--- src/rtl/cmpu_pkg.sv ---
package cmpu_pkg;

    localparam int WORD_W  = 32;
    localparam int LANE_W  = 8;

    typedef enum logic [1:0] {
        OP_CMP_S  = 2'b00,
        OP_CMP_U  = 2'b01,
        OP_BYTE   = 2'b10,
        OP_CARRY  = 2'b11
    } op_e;

    // Number of lanes and the width of a 1-based lane index (0 = no match).
    function automatic int lane_count(input int word_w, input int lane_w);
        return word_w / lane_w;
    endfunction

    function automatic int index_width(input int lanes);
        return $clog2(lanes + 1);
    endfunction

endpackage

--- src/rtl/cmpu_subtract.sv ---
module cmpu_subtract #(
    parameter int W = cmpu_pkg::WORD_W
) (
    input  logic [W-1:0] a_i,
    input  logic [W-1:0] b_i,
    input  logic         signed_i,
    output logic [W-1:0] diff_o
);
    logic [W-1:0] raw;
    logic         sign_split;

    always_comb begin
        raw        = b_i + ~a_i + {{(W-1){1'b0}}, 1'b1};
        sign_split = a_i[W-1] ^ b_i[W-1];
        diff_o     = raw;
        if (sign_split) begin
            diff_o[W-1] = signed_i ? b_i[W-1] : a_i[W-1];
        end
    end
endmodule

--- src/rtl/cmpu_byte_scan.sv ---
module cmpu_byte_scan #(
    parameter int W      = cmpu_pkg::WORD_W,
    parameter int LW     = cmpu_pkg::LANE_W,
    parameter int LANES  = cmpu_pkg::lane_count(W, LW),
    parameter int IDX_W  = cmpu_pkg::index_width(LANES)
) (
    input  logic [W-1:0]     a_i,
    input  logic [W-1:0]     b_i,
    output logic [IDX_W-1:0] hit_idx_o
);
    logic [LANES-1:0] lane_eq;

    // lane k counts from the most significant byte
    for (genvar k = 0; k < LANES; k++) begin : g_lane
        localparam int HI = W - 1 - k * LW;
        assign lane_eq[k] = (a_i[HI -: LW] == b_i[HI -: LW]);
    end

    always_comb begin
        hit_idx_o = '0;
        for (int k = LANES - 1; k >= 0; k--) begin
            if (lane_eq[k]) begin
                hit_idx_o = IDX_W'(k + 1);
            end
        end
    end
endmodule

--- src/rtl/cmpu_carry.sv ---
module cmpu_carry #(
    parameter int W = cmpu_pkg::WORD_W
) (
    input  logic [W-1:0] a_i,
    input  logic [W-1:0] b_i,
    input  logic         cin_i,
    output logic         cout_o
);
    logic [W:0] wide_sum;

    always_comb begin
        wide_sum = {1'b0, a_i} + {1'b0, b_i} + {{W{1'b0}}, cin_i};
        cout_o   = wide_sum[W];
    end
endmodule

--- src/rtl/cmpu_core.sv ---
module cmpu_core
    import cmpu_pkg::*;
#(
    parameter int W  = WORD_W,
    parameter int LW = LANE_W
) (
    input  logic         clk,
    input  logic         rst,
    input  logic         start_i,
    input  logic [1:0]   op_i,
    input  logic [W-1:0] opa_i,
    input  logic [W-1:0] opb_i,
    input  logic         cin_i,
    output logic [W-1:0] result_o,
    output logic         carry_o,
    output logic         valid_o
);
    localparam int LANES = lane_count(W, LW);
    localparam int IDX_W = index_width(LANES);

    op_e              op;
    logic [W-1:0]     diff;
    logic [IDX_W-1:0] hit_idx;
    logic             cout;
    logic [W-1:0]     next_result;

    assign op = op_e'(op_i);

    cmpu_subtract #(.W(W)) u_sub (
        .a_i      (opa_i),
        .b_i      (opb_i),
        .signed_i (op == OP_CMP_S),
        .diff_o   (diff)
    );

    cmpu_byte_scan #(.W(W), .LW(LW), .LANES(LANES), .IDX_W(IDX_W)) u_scan (
        .a_i       (opa_i),
        .b_i       (opb_i),
        .hit_idx_o (hit_idx)
    );

    cmpu_carry #(.W(W)) u_carry (
        .a_i    (opa_i),
        .b_i    (opb_i),
        .cin_i  (cin_i),
        .cout_o (cout)
    );

    always_comb begin
        unique case (op)
            OP_CMP_S, OP_CMP_U: next_result = diff;
            OP_BYTE:            next_result = {{(W-IDX_W){1'b0}}, hit_idx};
            OP_CARRY:           next_result = {{(W-1){1'b0}}, cout};
            default:            next_result = '0;
        endcase
    end

    always_ff @(posedge clk) begin
        if (rst) begin
            result_o <= '0;
            carry_o  <= 1'b0;
            valid_o  <= 1'b0;
        end else begin
            valid_o <= start_i;
            if (start_i) begin
                result_o <= next_result;
                carry_o  <= cout;
            end
        end
    end

    // reset clears the output register
    a_r1_reset_clear: assert property (@(posedge clk)
        rst |=> (result_o == '0 && !carry_o && !valid_o));

    // a start produces exactly one valid in the next cycle
    a_r2_start_valid: assert property (@(posedge clk) disable iff (rst)
        start_i |=> valid_o);

    // valid never appears without a start
    a_r3_no_spurious_valid: assert property (@(posedge clk) disable iff (rst)
        !start_i |=> !valid_o);

    // outputs hold while idle
    a_r3_hold_idle: assert property (@(posedge clk) disable iff (rst)
        !start_i |=> ($stable(result_o) && $stable(carry_o)));

    // byte search never reports a lane beyond the last one
    a_r8_lane_range: assert property (@(posedge clk) disable iff (rst)
        (start_i && op == OP_BYTE) |=> (result_o <= W'(LANES)));

    // carry-only result uses bit 0 alone and mirrors the carry output
    a_r10_carry_only: assert property (@(posedge clk) disable iff (rst)
        (start_i && op == OP_CARRY) |=> (result_o == {{(W-1){1'b0}}, carry_o}));

    // equal operands compare to zero
    a_r5_equal_zero: assert property (@(posedge clk) disable iff (rst)
        (start_i && !op_i[1] && opa_i == opb_i) |=> (result_o == '0));

endmodule

--- config.mk ---
export PLATFORM = sky130hd
export DESIGN_NAME = cmpu_core
export DESIGN_NICKNAME = d
export VERILOG_FILES = /design/src/rtl/cmpu_pkg.sv /design/src/rtl/cmpu_subtract.sv /design/src/rtl/cmpu_byte_scan.sv /design/src/rtl/cmpu_carry.sv /design/src/rtl/cmpu_core.sv
export SDC_FILE = /design/constraint.sdc
export NUM_CORES = 1
export LEC_CHECK = 0
export ABC_CLOCK_PERIOD_IN_PS = 3790
export BUFFER_PORTS_ARGS = -buffer_cell sky130_fd_sc_hd__buf_2
export CAP_MARGIN = 20
export CORE_AREA = 2 2 138 100
export CTS_BUF_LIST = sky130_fd_sc_hd__clkbuf_8
export CTS_CLUSTER_DIAMETER = 120
export CTS_CLUSTER_SIZE = 10
export DETAILED_ROUTE_END_ITERATION = 10
export DIE_AREA = 0 0 140 102
export GPL_ROUTABILITY_DRIVEN = 1
export PLACE_DENSITY_LB_ADDON = 0.1
export SLEW_MARGIN = 25
export SYNTH_ARGS = -nofsm -noshare
export SYNTH_HDL_FRONTEND = slang
export SYNTH_HIERARCHICAL = 1
export SYNTH_SLANG_ARGS = --single-unit
--- constraint.sdc ---
create_clock -name clk -period 3.79 [get_ports clk]
set_clock_uncertainty 0.15 [all_clocks]
set_input_delay 0.758 -clock clk [delete_from_list [all_inputs] [get_ports clk]]
set_output_delay 0.758 -clock clk [all_outputs]
set_load 0.1 [all_outputs]
==> impl_results.md, run 1 <==
- Post-Syn Nets: 690
- Largest net degree at the start of global routing: just under 70
- DRC viols: 7
- Clock power share: 23.1%
- Worst setup path start: opa_i[7]
- Critical path arrival: approximately 3.3 ns
- Minimum clock period: 3.22 ns
- Netlist Area Pre-Place: 4420 um2
- Row Count: 35
- Worst-Margin Slew: 0.732 ns
- Layout cell share with drive strength beyond 1: 20.2%
- I/O Buffers: approximately 100
- Routed WL per cell: 15.6 um
- Starting Density: 34.2%
- DRT Pass-1 Iters: 8
- Diode count: 0
- Setup violation total in the final timing report: 0
- Peak VDD IR: 0.0960 mV
- Worst EP required: 3.86 ns
- Global-route wire length before repair: 20,300 um
- Top cell type's share of synthesized area: 17.8%
- Worst setup margin: about 0.57 ns
- Worst slack at placement: 0.250 ns
- Worst-path clk slew: 0.07 ns
- Drt total wl: 12,700 um
- Post-cts resize count: 0
- Total negative slack: 0 ns
- Synth cell types: 63
- IO Pins: 104
- CP top delay family: compound AO/OA/AOI/OAI gates
- Fin area: 5130 um2
- Clock sink count: 34
- Hold Crit Class: reg -> reg
- Antenna Nets Post-Route: 0
- Outcome: finished with violations
- CP cell instances: buf_2 > inv_1 > ha_1 > a21o_1 > a221oi_1 > nand2b_1 > and3_1 > o21a_1 > o21ai_1 > o41ai_2 > nand3b_1 > a21oi_1
- Async S/R FF share, synth: 0%
- Crit path depth: 12
- Hold Vio Cnt, Final: 0
- Number of enable flip-flop cells after synthesis: 0
- Area Overhead vs Synth: 16.2%
- Comb power frac: 51.1%
- Static Leak: 2.40 nW
- Hold path startpoint: result_o[4]$_SDFFE_PP0P_
- Core area: 12,900 um2
- Max stage delay on crit path: roughly 0.37 ns
- CTS tree: built
- Sequential Power Share: 25.8%
- Initial antenna violation count: 0
- Max frequency: ~310 MHz
- CTS buffer count: 5
- WHS: between 0.3 and 0.4 ns
- Synth top area cells: ha_1 (18%), dfxtp_1 (15%), a21oi_1 (7.0%)
- Worst Hold Path Cells: 2
- Worst reg2reg startpoint: result_o[2]$_SDFFE_PP0P_
- Hold buffer count at CTS: 0
- Crit start category: input port
- Syn avg cell area: 7.95 um2
- Leading area contributor after synthesis: ha_1
- Worst Setup Path Type: in -> reg
- Routed vias/inst: 5.28
- Die area: 14,300 um2
- Slew headroom: 51.2%
- Vias in the first global route: 3,938
- CP max stage cell: ha_1
- Fin nets: 779
- Root buf cell: clkbuf_8
- Slew Limit Fails: 0
- Worst Path Max Fanout: 6
- Seq/Total Area, Yosys: between 10% and 20%
- Total grt overflow: 0
- RSZ-0062 raised after global routing: false
- GP Congestion: 0.846
- Gr usage total: 17.6%
- CP bufs+invs: 2
- YS warnings: 6
- Post-CTS setup buffers: 0
- DR vias: 4,279
- First-iteration detailed-routing DRC count: roughly 230
- Post-synthesis register bit count: 34
- Failing checks: design-rule violations
- Post-synthesis instance total: about 560
- Switch share: 44.0%
- Max-Cap Viols: 0
- PwrDens: 298 nW/um2
- CTS max path bufs: 2
- Dpl hpwl: 10,500 um
- Ys flop type: dfxtp_1
- Switching pwr: 0.673 mW
- Die width: 140 um
- CP Capture Type: flip-flop
- H-tree depth: 2
- Die Height: 102 um
- Core Util, Final: 39.7%
- R2r worst-path depth: 2
- Fin crit share: 85.0%
- Worst-Skew Late Latency: 0.29 ns
- Placed Instance Area: 5020 um2
- Internal power: 0.858 mW
-- logic make-up after synthesis --
kind of cell             count (synthesis)  synth area share, %
XOR/XNOR                                53                 10.5
flip-flops                              34                 15.4
AO/OA/AOI/OAI                          161                 24.7
multiplexers                             3                0.680
AND/OR/NAND/NOR                        177                 24.0
adder cells (fa/ha/maj)                 64                 18.3
buffers and inverters                   64                 6.51
-- state kept, by name, indices dropped and copies added (netlist names) --
| register | count |
|---|---|
| result_o | 32 |
| valid_o | 1 |
| carry_o | 1 |
-- cells in the mapped netlist (3+ instances only) --
master	instances
xnor2_1	28
nor4_2	4
nand4_1	9
mux2i_1	3
a311oi_1	3
a21o_1	20
o2111ai_1	5
nand2b_1	38
dfxtp_1	34
a31oi_1	6
nand3_1	8
nand2_1	29
nor2_1	26
nor2b_1	5
o21a_1	5
a21oi_1	62
clkbuf_1	9
o21ai_2	3
o211ai_1	6
nand3b_1	32
o21ai_1	3
inv_1	42
xor2_1	25
a211oi_1	5
buf_2	8
ha_1	63
o21ai_0	18
buf_6	5
and3_1	6
nor3_1	3
-- final timing paths --
path / to / slack, ns
setup / recovery: result_o[31]$_SDFFE_PP0P_ / 0.57
hold / removal: result_o[4]$_SDFFE_PP0P_ / 0.32
setup reg to reg: result_o[2]$_SDFFE_PP0P_ / 2.91
hold reg to reg: result_o[4]$_SDFFE_PP0P_ / 0.32
-- layer usage --
layer | track usage, % | routed length [um] | part of all wire [%]
met2 | 26.3 | 5110 | 40
met4 | 1.40 | 21 | 0.17
met1 | 27.6 | 7020 | 55
met5 | 0 | 0 | 0
met3 | 2.62 | 538 | 4.2
-- layout by cell type (no fill, tap or decap), drive strengths merged, types with 25 or more instances in the layout --
| master | synthesis | routed |
|---|---|---|
| xnor2 | 28 | 28 |
| nand2b | 38 | 38 |
| xor2 | 25 | 25 |
| nand2 | 29 | 29 |
| buf | 13 | 104 |
| dfxtp | 34 | 34 |
| a21oi | 64 | 64 |
| inv | 42 | 42 |
| ha | 63 | 63 |
| nor2 | 27 | 27 |
| nand3b | 32 | 32 |
-- worst register-to-register path: cells and delay by family (launching register included) --
family	cells	cell delay (ns)
DFF	1	0.35
AOI/OAI and AO/OA	1	0.24
and+or+nand+nor	1	0.06
-- cell type report --
| type | instances | area, um2 |
|---|---|---|
| repair buffers | 104 | 526 |
| clock inverters | 1 | 30.0 |
| inverters | 42 | 158 |
| flip-flops and latches | 34 | 681 |
| well taps | 166 | 208 |
| fillers | 1390 | 7780 |
| multi-input cells | 458 | 3450 |
| clock buffers | 6 | 82.6 |
-- stage by stage --
stage | total power, mW | std cells
2_1_floorplan | 0.988 | 556
3_3_place_gp | 1.18 | 804
3_5_place_dp | 1.18 | 804
4_1_cts | 1.54 | 811
5_1_grt | 1.63 | 811
6_report | 1.53 | 811
-- power groups by stage --
stage / registers [mW] / clock network [mW] / logic [mW]
floorplan: 0.568 / 0 / 0.420
global placement: 0.403 / 0 / 0.774
detailed placement: 0.404 / 0 / 0.779
CTS: 0.395 / 0.366 / 0.784
global route: 0.397 / 0.377 / 0.856
finish: 0.395 / 0.354 / 0.782
No activity file was read; power rests on OpenSTA's default activity.
==> inputs of run 2 (changes only) <==
--- a/config.mk
+++ b/config.mk
@@ -5,15 +5,16 @@
 export SDC_FILE = /design/constraint.sdc
 export NUM_CORES = 1
 export LEC_CHECK = 0
-export ABC_CLOCK_PERIOD_IN_PS = 3790
+export ABC_AREA = 1
+export ABC_CLOCK_PERIOD_IN_PS = 2750
 export BUFFER_PORTS_ARGS = -buffer_cell sky130_fd_sc_hd__buf_2
 export CAP_MARGIN = 20
-export CORE_AREA = 2 2 138 100
+export CORE_AREA = 2 2 152 109
 export CTS_BUF_LIST = sky130_fd_sc_hd__clkbuf_8
 export CTS_CLUSTER_DIAMETER = 120
 export CTS_CLUSTER_SIZE = 10
 export DETAILED_ROUTE_END_ITERATION = 10
-export DIE_AREA = 0 0 140 102
+export DIE_AREA = 0 0 154 111
 export GPL_ROUTABILITY_DRIVEN = 1
 export PLACE_DENSITY_LB_ADDON = 0.1
 export SLEW_MARGIN = 25
==> constraint.sdc (replaced) <==
create_clock -name clk -period 2.75 [get_ports clk]
set_clock_uncertainty 0.15 [all_clocks]
set_input_delay 0.55 -clock clk [delete_from_list [all_inputs] [get_ports clk]]
set_output_delay 0.55 -clock clk [all_outputs]
set_load 0.1 [all_outputs]
==> impl_results.md, run 2 <==
- Commonest non-fill, non-tap cell in the layout: nand2_1 (was buf_2)
- CP cell instances: buf_2 > inv_1 > ha_1 > fa_1 > inv_1 > nand3_1 > nand3_1 > nand3_1 > nand3_1 > nand2_1 > nand2_1 > nand2_1 > nand2_1 > nand3_1 > a21oi_2 (was buf_2 > inv_1 > ha_1 > a21o_1 > a221oi_1 > nand2b_1 > and3_1 > o21a_1 > o21ai_1 > o41ai_2 > nand3b_1 > a21oi_1)
- Worst-Margin Slew: 0.548 ns (was 0.732 ns)
- Diode count: 0 (unchanged)
- Hold path startpoint: result_o[31]$_SDFFE_PP0P_ (was result_o[4]$_SDFFE_PP0P_)
- Post-synthesis register bit count: 34 (unchanged)
- I/O Buffers: 103 (unchanged)
- Syn avg cell area: 5.80 um2 (was 7.95 um2)
- Die width: 154 um (was 140 um)
- CP Capture Type: flip-flop (unchanged)
- Worst R2R End: result_o[26]$_SDFFE_PP0P_ (was result_o[2]$_SDFFE_PP0P_)
- Hold buffer count at CTS: 0 (unchanged)
- Leading area contributor after synthesis: nand2_1 (was ha_1)
- Largest regs: result_o (32), carry_o (1), valid_o (1) (unchanged)
- Worst EP required: 2.82 ns (was 3.86 ns)
- Slew Limit Fails: 0 (unchanged)
- CP max stage cell: fa_1 (was ha_1)
- Max frequency: about 440 MHz
- Hold Crit Class: reg -> reg (unchanged)
- Netlist Area Pre-Place: 5380 um2 (was 4420 um2)
- WHS: 0.318 ns (was 0.322 ns)
- Placed Instance Area: 6030 um2 (was 5020 um2)
- Worst setup margin: 0.462 ns (was 0.569 ns)
- Routed vias/inst: 4.39 (was 5.28)
- Vias in the first global route: 4,819 (was 3,938)
- Number of enable flip-flop cells after synthesis: 0 (unchanged)
- Most frequent cells after synthesis: nand2_1 (317), inv_1 (177), nor2_1 (73) (was ha_1 (63), a21oi_1 (62), inv_1 (42))
- Most flops, register: result_o (unchanged)
- Die area: 17,100 um2 (was 14,300 um2)
- Outcome: finished clean (was finished with violations)
- Pwr Total: 2.10 mW (was 1.53 mW)
- IO Pins: 104 (unchanged)
- Max-Cap Viols: 0 (unchanged)
- Global-route wire length before repair: 24,500 um (was 20,300 um)
- Critical path arrival: 2.36 ns (was 3.29 ns)
- Worst Path Max Fanout: 4 (was 6)
- Most frequent cells in the layout: nand2_1 (317), inv_1 (178), buf_2 (103) (was buf_2 (102), ha_1 (63), a21oi_1 (62))
- H-tree depth: 2 (unchanged)
- Root buf cell: clkbuf_8 (unchanged)
- Worst Hold Path Cells: 2 (unchanged)
- Antenna Nets Post-Route: 0 (unchanged)
- Synth top area cells: nand2_1 (22%), ha_1 (15%), dfxtp_1 (13%) (was ha_1 (18%), dfxtp_1 (15%), a21oi_1 (7.0%))
- Worst reg2reg startpoint: result_o[26]$_SDFFE_PP0P_ (was result_o[2]$_SDFFE_PP0P_)
- Post-synthesis instance total: 928 (was 556)
- First-iteration detailed-routing DRC count: 263 (was 228)
- Worst Setup Path Type: in -> reg (unchanged)
- Hold Vio Cnt, Final: 0 (unchanged)
- Hold path endpoint: result_o[31]$_SDFFE_PP0P_ (was result_o[4]$_SDFFE_PP0P_)
- R2r worst-path depth: 2 (unchanged)
- Ys flop type: dfxtp_1 (unchanged)
- Largest register FFs: 32 (unchanged)
- Fin area: 6120 um2 (was 5130 um2)
- DRC viols: 0 (was 7)
- Max stage delay on crit path: 0.41 ns (was 0.37 ns)
- Dpl hpwl: 12,900 um (was 10,500 um)
- Seq/Total Area, Yosys: 12.6% (was 15.4%)
- Post-CTS setup buffers: 0 (unchanged)
- YS warnings: 6 (unchanged)
- Reg-to-reg setup timing slack: 1.96 ns (was 2.91 ns)
- Post-cts resize count: 0 (unchanged)
- Layout cell share with drive strength beyond 1: 19.4% (was 20.2%)
- Static Leak: 3.66 nW (was 2.40 nW)
- Minimum clock period: 2.29 ns
- Most frequent cell after synthesis: nand2_1 (was ha_1)
- Post-Syn Nets: 1,062 (was 690)
- Area Overhead vs Synth: 13.6% (was 16.2%)
- Row Count: 39 (was 35)
- Async S/R FF share, synth: 0% (unchanged)
- CP dominant cell by count: nand3_1
- Core area: 15,900 um2 (was 12,900 um2)
- DRT Pass-1 Iters: 4 (was 8)
- CTS buffer count: 5 (unchanged)
- PwrDens: 343 nW/um2 (was 298 nW/um2)
- Worst-Skew Late Latency: 0.28 ns (was 0.29 ns)
- Total negative slack: 0 ns (unchanged)
- Worst slack at placement: 0.151 ns (was 0.250 ns)
- Worst-path clk slew: 0.07 ns (about the same)
- Starting Density: 33.9% (was 34.2%)
- Gr usage total: 17.6% (about the same)
- GP Congestion: 0.867 (was 0.846)
- Die Height: 111 um (was 102 um)
- Total grt overflow: 0 (unchanged)
- Crit start category: input port (unchanged)
- DR vias: 5,417 (was 4,279)
- Largest net degree at the start of global routing: 35 (was 68)
- Synth cell types: 35 (was 63)
- Setup violation total in the final timing report: 0 (unchanged)
- Slew headroom: 63.4% (was 51.2%)
- Initial antenna violation count: 0 (unchanged)
- CTS tree: built (unchanged)
- Peak VDD IR: 0.152 mV (was 0.0960 mV)
- Fin crit share: 83.2%
- Fin nets: 1,161 (was 779)
- Clock sink count: 34 (unchanged)
- Top cell type's share of synthesized area: 22.1% (was 17.8%)
- Routed WL per cell: 12.0 um (was 15.6 um)
- Drt total wl: 14,800 um (was 12,700 um)
- RSZ-0062 raised after global routing: false (unchanged)
- CTS max path bufs: 2 (unchanged)
-- run 2: cell types whose count changed after synthesis, moves of 9 or more --
cell / previous run / this run
xnor2_1: 28 / 18
nand3_1: 8 / 62
nor2_1: 26 / 73
clkbuf_1: 9 / 0
nand2_2: 0 / 41
inv_1: 42 / 177
a21oi_1: 62 / 38
a21o_1: 20 / 1
o21ai_0: 18 / 4
nand2_1: 29 / 317
nand2b_1: 38 / 0
a21oi_2: 2 / 29
nand3b_1: 32 / 1
-- run 2: area by class of cell --
cell class / count / area [um2]
fillers: 1831 / 9740
multi-input cells: 697 / 3860
inverters: 184 / 698
flip-flops and latches: 34 / 681
repair buffers: 105 / 531
well taps: 205 / 256
clock buffers: 6 / 82.6
clock inverters: 2 / 8.76
-- run 2: power breakdown --
part           leakage [nW]  total [mW]  internal, mW  switching, mW
combinational          3.33        1.18         0.352          0.826
sequential            0.278       0.544         0.523         0.0212
clock                0.0524       0.374         0.198          0.176
-- run 2: logic make-up after synthesis --
group                    after synthesis  synth area share [%]
XOR/XNOR                              35                  5.69
buffers and inverters                197                  15.6
adder cells (fa/ha/maj)               64                  15.0
AND/OR/NAND/NOR                      517                  41.0
AO/OA/AOI/OAI                         81                  9.97
flip-flops                            34                  12.6
-- run 2: critical path: cells and delay by family --
kind	cells	cell delay [ns]
simple gates	9	0.78
fa+ha+maj	2	0.61
buf+inv	3	0.27
compound gates	1	0.14
-- run 2: metal layers --
| metal | wire length (um) | GRT usage, % |
|---|---|---|
| met1 | 9130 | 30.9 |
| met2 | 4800 | 22.4 |
| met3 | 724 | 1.56 |
| met4 | 106 | 2.43 |
| met5 | 0 | 0 |
-- run 2: through the flow --
step	utilization, %	cells
2_1_floorplan	-	928
3_3_place_gp	38.0	1225
3_5_place_dp	38.0	1225
4_1_cts	38.6	1233
5_1_grt	38.6	1233
6_report	38.6	1233
-- run 2: worst max-delay path by stage --
stage | endpoint | cells after the start | slack (ns) | from
2_1_floorplan | result_o[28]$_SDFFE_PP0P_ | 14 | 0.52 | opb_i[0]
4_1_cts | result_o[28]$_SDFFE_PP0P_ | 15 | 0.44 | opb_i[0]
3_5_place_dp | result_o[28]$_SDFFE_PP0P_ | 15 | 0.15 | opb_i[0]
6_report | result_o[28]$_SDFFE_PP0P_ | 15 | 0.46 | opb_i[0]
5_1_grt | result_o[20]$_SDFFE_PP0P_ | 15 | 0.23 | opb_i[0]
3_3_place_gp | result_o[24]$_SDFFE_PP0P_ | 15 | 0.18 | opb_i[0]
==> inputs of run 3 (changes only) <==
--- a/config.mk
+++ b/config.mk
@@ -6,7 +6,7 @@
 export NUM_CORES = 1
 export LEC_CHECK = 0
 export ABC_AREA = 1
-export ABC_CLOCK_PERIOD_IN_PS = 2750
+export ABC_CLOCK_PERIOD_IN_PS = 2000
 export BUFFER_PORTS_ARGS = -buffer_cell sky130_fd_sc_hd__buf_2
 export CAP_MARGIN = 20
 export CORE_AREA = 2 2 152 109
==> constraint.sdc (replaced) <==
create_clock -name clk -period 2 [get_ports clk]
set_clock_uncertainty 0.15 [all_clocks]
set_input_delay 0.4 -clock clk [delete_from_list [all_inputs] [get_ports clk]]
set_output_delay 0.4 -clock clk [all_outputs]
set_load 0.1 [all_outputs]
==> impl_results.md, run 3 (synthesis results as in run 2) <==
- Hold Vio Cnt, Final: 0 (unchanged)
- Most flops, register: result_o (unchanged)
- Largest regs: result_o (32), carry_o (1), valid_o (1) (unchanged)
- Root buf cell: clkbuf_8 (unchanged)
- Largest register FFs: 32 (unchanged)
- Clock sink count: 34 (unchanged)
- Gr usage total: 18.6% (was 17.6%)
- Sequential Power Share: 22.1% (was 26.0%)
- Routed vias/inst: 4.34 (was 4.39)
- Dpl hpwl: 13,800 um (was 12,900 um)
- Core area: 15,900 um2 (unchanged)
- CP max stage cell: fa_2 (was fa_1)
- Worst EP required: 2.07 ns (was 2.82 ns)
- Switch share: 46.5% (was 48.8%)
- WHS: 0.295 ns (was 0.318 ns)
- GP Congestion: 0.853 (was 0.867)
- Global-route wire length before repair: 26,000 um (was 24,500 um)
- Total grt overflow: 0 (unchanged)
- Row Count: 39 (unchanged)
- Max-Cap Viols: 0 (unchanged)
- Initial antenna violation count: 0 (unchanged)
- Most frequent cells in the layout: nand2_1 (273), inv_1 (170), buf_4 (122) (was nand2_1 (317), inv_1 (178), buf_2 (103))
- Layout cell share with drive strength beyond 1: 39.1% (was 19.4%)
- Commonest non-fill, non-tap cell in the layout: nand2_1 (unchanged)
- Peak VDD IR: 0.240 mV (was 0.152 mV)
- Slew headroom: 63.8% (was 63.4%)
- Outcome: finished clean (unchanged)
- Hold Crit Class: in -> reg (was reg -> reg)
- Minimum clock period: a little under 2 ns
- Slew Limit Fails: 0 (unchanged)
- DRT Pass-1 Iters: 5 (was 4)
- CP cell instances: buf_8 > inv_4 > ha_4 > fa_2 > inv_2 > nand3_2 > nand3_4 > nand3_2 > nand3_4 > nand2_2 > nand2_1 > nand2_1 > nand2_1 > nand3_2 > a21oi_2 (was buf_2 > inv_1 > ha_1 > fa_1 > inv_1 > nand3_1 > nand3_1 > nand3_1 > nand3_1 > nand2_1 > nand2_1 > nand2_1 > nand2_1 > nand3_1 > a21oi_2)
- Antenna Nets Post-Route: 0 (unchanged)
- Die Height: 111 um (unchanged)
- Area Overhead vs Synth: 43.4% (was 13.6%)
- CTS buffer count: 5 (unchanged)
- Starting Density: 33.9% (unchanged)
- DR vias: 5,868 (was 5,417)
- Worst-Skew Late Latency: 0.28 ns (about the same)
- Core Util, Final: 48.7% (was 38.6%)
- Worst Path Max Fanout: 4 (unchanged)
- DRC viols: 0 (unchanged)
- Static Leak: 4.30 nW (was 3.66 nW)
- Vias in the first global route: 5,243 (was 4,819)
- Die area: 17,100 um2 (unchanged)
- Worst-path clk slew: 0.06 ns (was 0.07 ns)
- CP Capture Type: flip-flop (unchanged)
- First-iteration detailed-routing DRC count: 221 (was 263)
- Drt total wl: 16,300 um (was 14,800 um)
- Crit start category: input port (unchanged)
- Routed WL per cell: 12.0 um (about the same)
- Internal power: 1.81 mW (was 1.07 mW)
- Comb power frac: 62.8% (was 56.2%)
- Die width: 154 um (unchanged)
- Register area: 681 um2 (unchanged)
- Fin nets: 1,280 (was 1,161)
- Max frequency: 507 MHz
- Critical path arrival: 2.05 ns (was 2.36 ns)
- Total negative slack: 0 ns (unchanged)
- Switching pwr: 1.58 mW (was 1.02 mW)
- PwrDens: 439 nW/um2 (was 343 nW/um2)
- Hold buffer count at CTS: 0 (unchanged)
- IO Pins: 104 (unchanged)
- Largest net degree at the start of global routing: 34 (was 35)
- Setup violation total in the final timing report: 0 (unchanged)
- Max stage delay on crit path: 0.40 ns (was 0.41 ns)
- Diode count: 0 (unchanged)
- CTS tree: built (unchanged)
- H-tree depth: 2 (unchanged)
- Worst Setup Path Type: in -> reg (unchanged)
- Pwr Total: 3.39 mW (was 2.10 mW)
- RSZ-0062 raised after global routing: true (was false)
- Multi-input logic area: 4550 um2 (was 3860 um2)
- Fill count: 1,668 (was 1,831)
- I/O Buffers: 103 (unchanged)
- Fin crit share: between 90% and 100%
- Clock power share: 15.2% (was 17.8%)
- CTS max path bufs: 2 (unchanged)
- Worst-Margin Slew: 0.544 ns (was 0.548 ns)
[run 3: changes by cell type in the layout (fill, tap and decap cells not counted), moves of 7 or more]
cell | before | now
a21oi_1 | 38 | 24
a21oi_2 | 29 | 43
buf_4 | 2 | 122
ha_1 | 63 | 35
ha_4 | 0 | 28
inv_1 | 178 | 170
inv_2 | 6 | 13
nand2_1 | 317 | 273
nand2_2 | 41 | 83
nand3_1 | 62 | 50
nand3_2 | 2 | 12
nor2_1 | 73 | 56
nor2_2 | 4 | 19
[run 3: through the flow]
stage	instance area (um2)	setup WS (ns)	instances
floorplan	5400	0.0264	928
global placement	6890	-0.298	1338
detailed placement	6890	-0.295	1338
CTS	6980	0.00109	1346
global route	7720	-0.0904	1352
finish	7720	0.0258	1352
[run 3: routing by layer]
layer  global-route usage [%]  wire length [um]  vias up
met1                     32.6              9790     2454
met4                     1.50                41        0
met2                     23.9              5590      127
met5                        0                 0        -
met3                     1.99               856        4
li1                         -                 -     3283
[run 3: area by class of cell]
| type | count | area share, % |
|---|---|---|
| multi-input cells | 697 | 58.9 |
| repair buffers | 224 | 18.7 |
| inverters | 184 | 9.08 |
| flip-flops and latches | 34 | 8.82 |
| well taps | 205 | 3.32 |
| clock buffers | 6 | 1.07 |
| clock inverters | 2 | 0.113 |
[run 3: worst paths after layout]
path / startpoint / to / slack [ns] / cells after the start
max reg2reg: result_o[25]$_SDFFE_PP0P_ / result_o[25]$_SDFFE_PP0P_ / 1.20 / 2
min reg2reg: result_o[26]$_SDFFE_PP0P_ / result_o[26]$_SDFFE_PP0P_ / 0.32 / 2
min: op_i[0] / result_o[0]$_SDFFE_PP0P_ / 0.30 / 4
max: opb_i[0] / result_o[28]$_SDFFE_PP0P_ / 0.03 / 15
[run 3: repair_timing]
item,in CTS,in global routing
pin swaps,0,35
gates resized for setup,1,152
setup endpoints to repair,2,26
setup buffers,0,6
[run 3: critical path: cells and delay by family]
family                     cells  cell delay, ns
AOI/OAI and AO/OA              1            0.13
and+or+nand+nor                9            0.74
buffers and inverters          3            0.21
adders and majority gates      2            0.55
[run 3: power by group through the flow]
stage | sequential [mW] | clock [mW] | combinational (mW)
floorplan | 1.06 | 0 | 0.912
global placement | 0.762 | 0 | 1.87
detailed placement | 0.762 | 0 | 1.87
CTS | 0.747 | 0.523 | 1.88
global route | 0.751 | 0.561 | 2.34
finish | 0.748 | 0.513 | 2.13
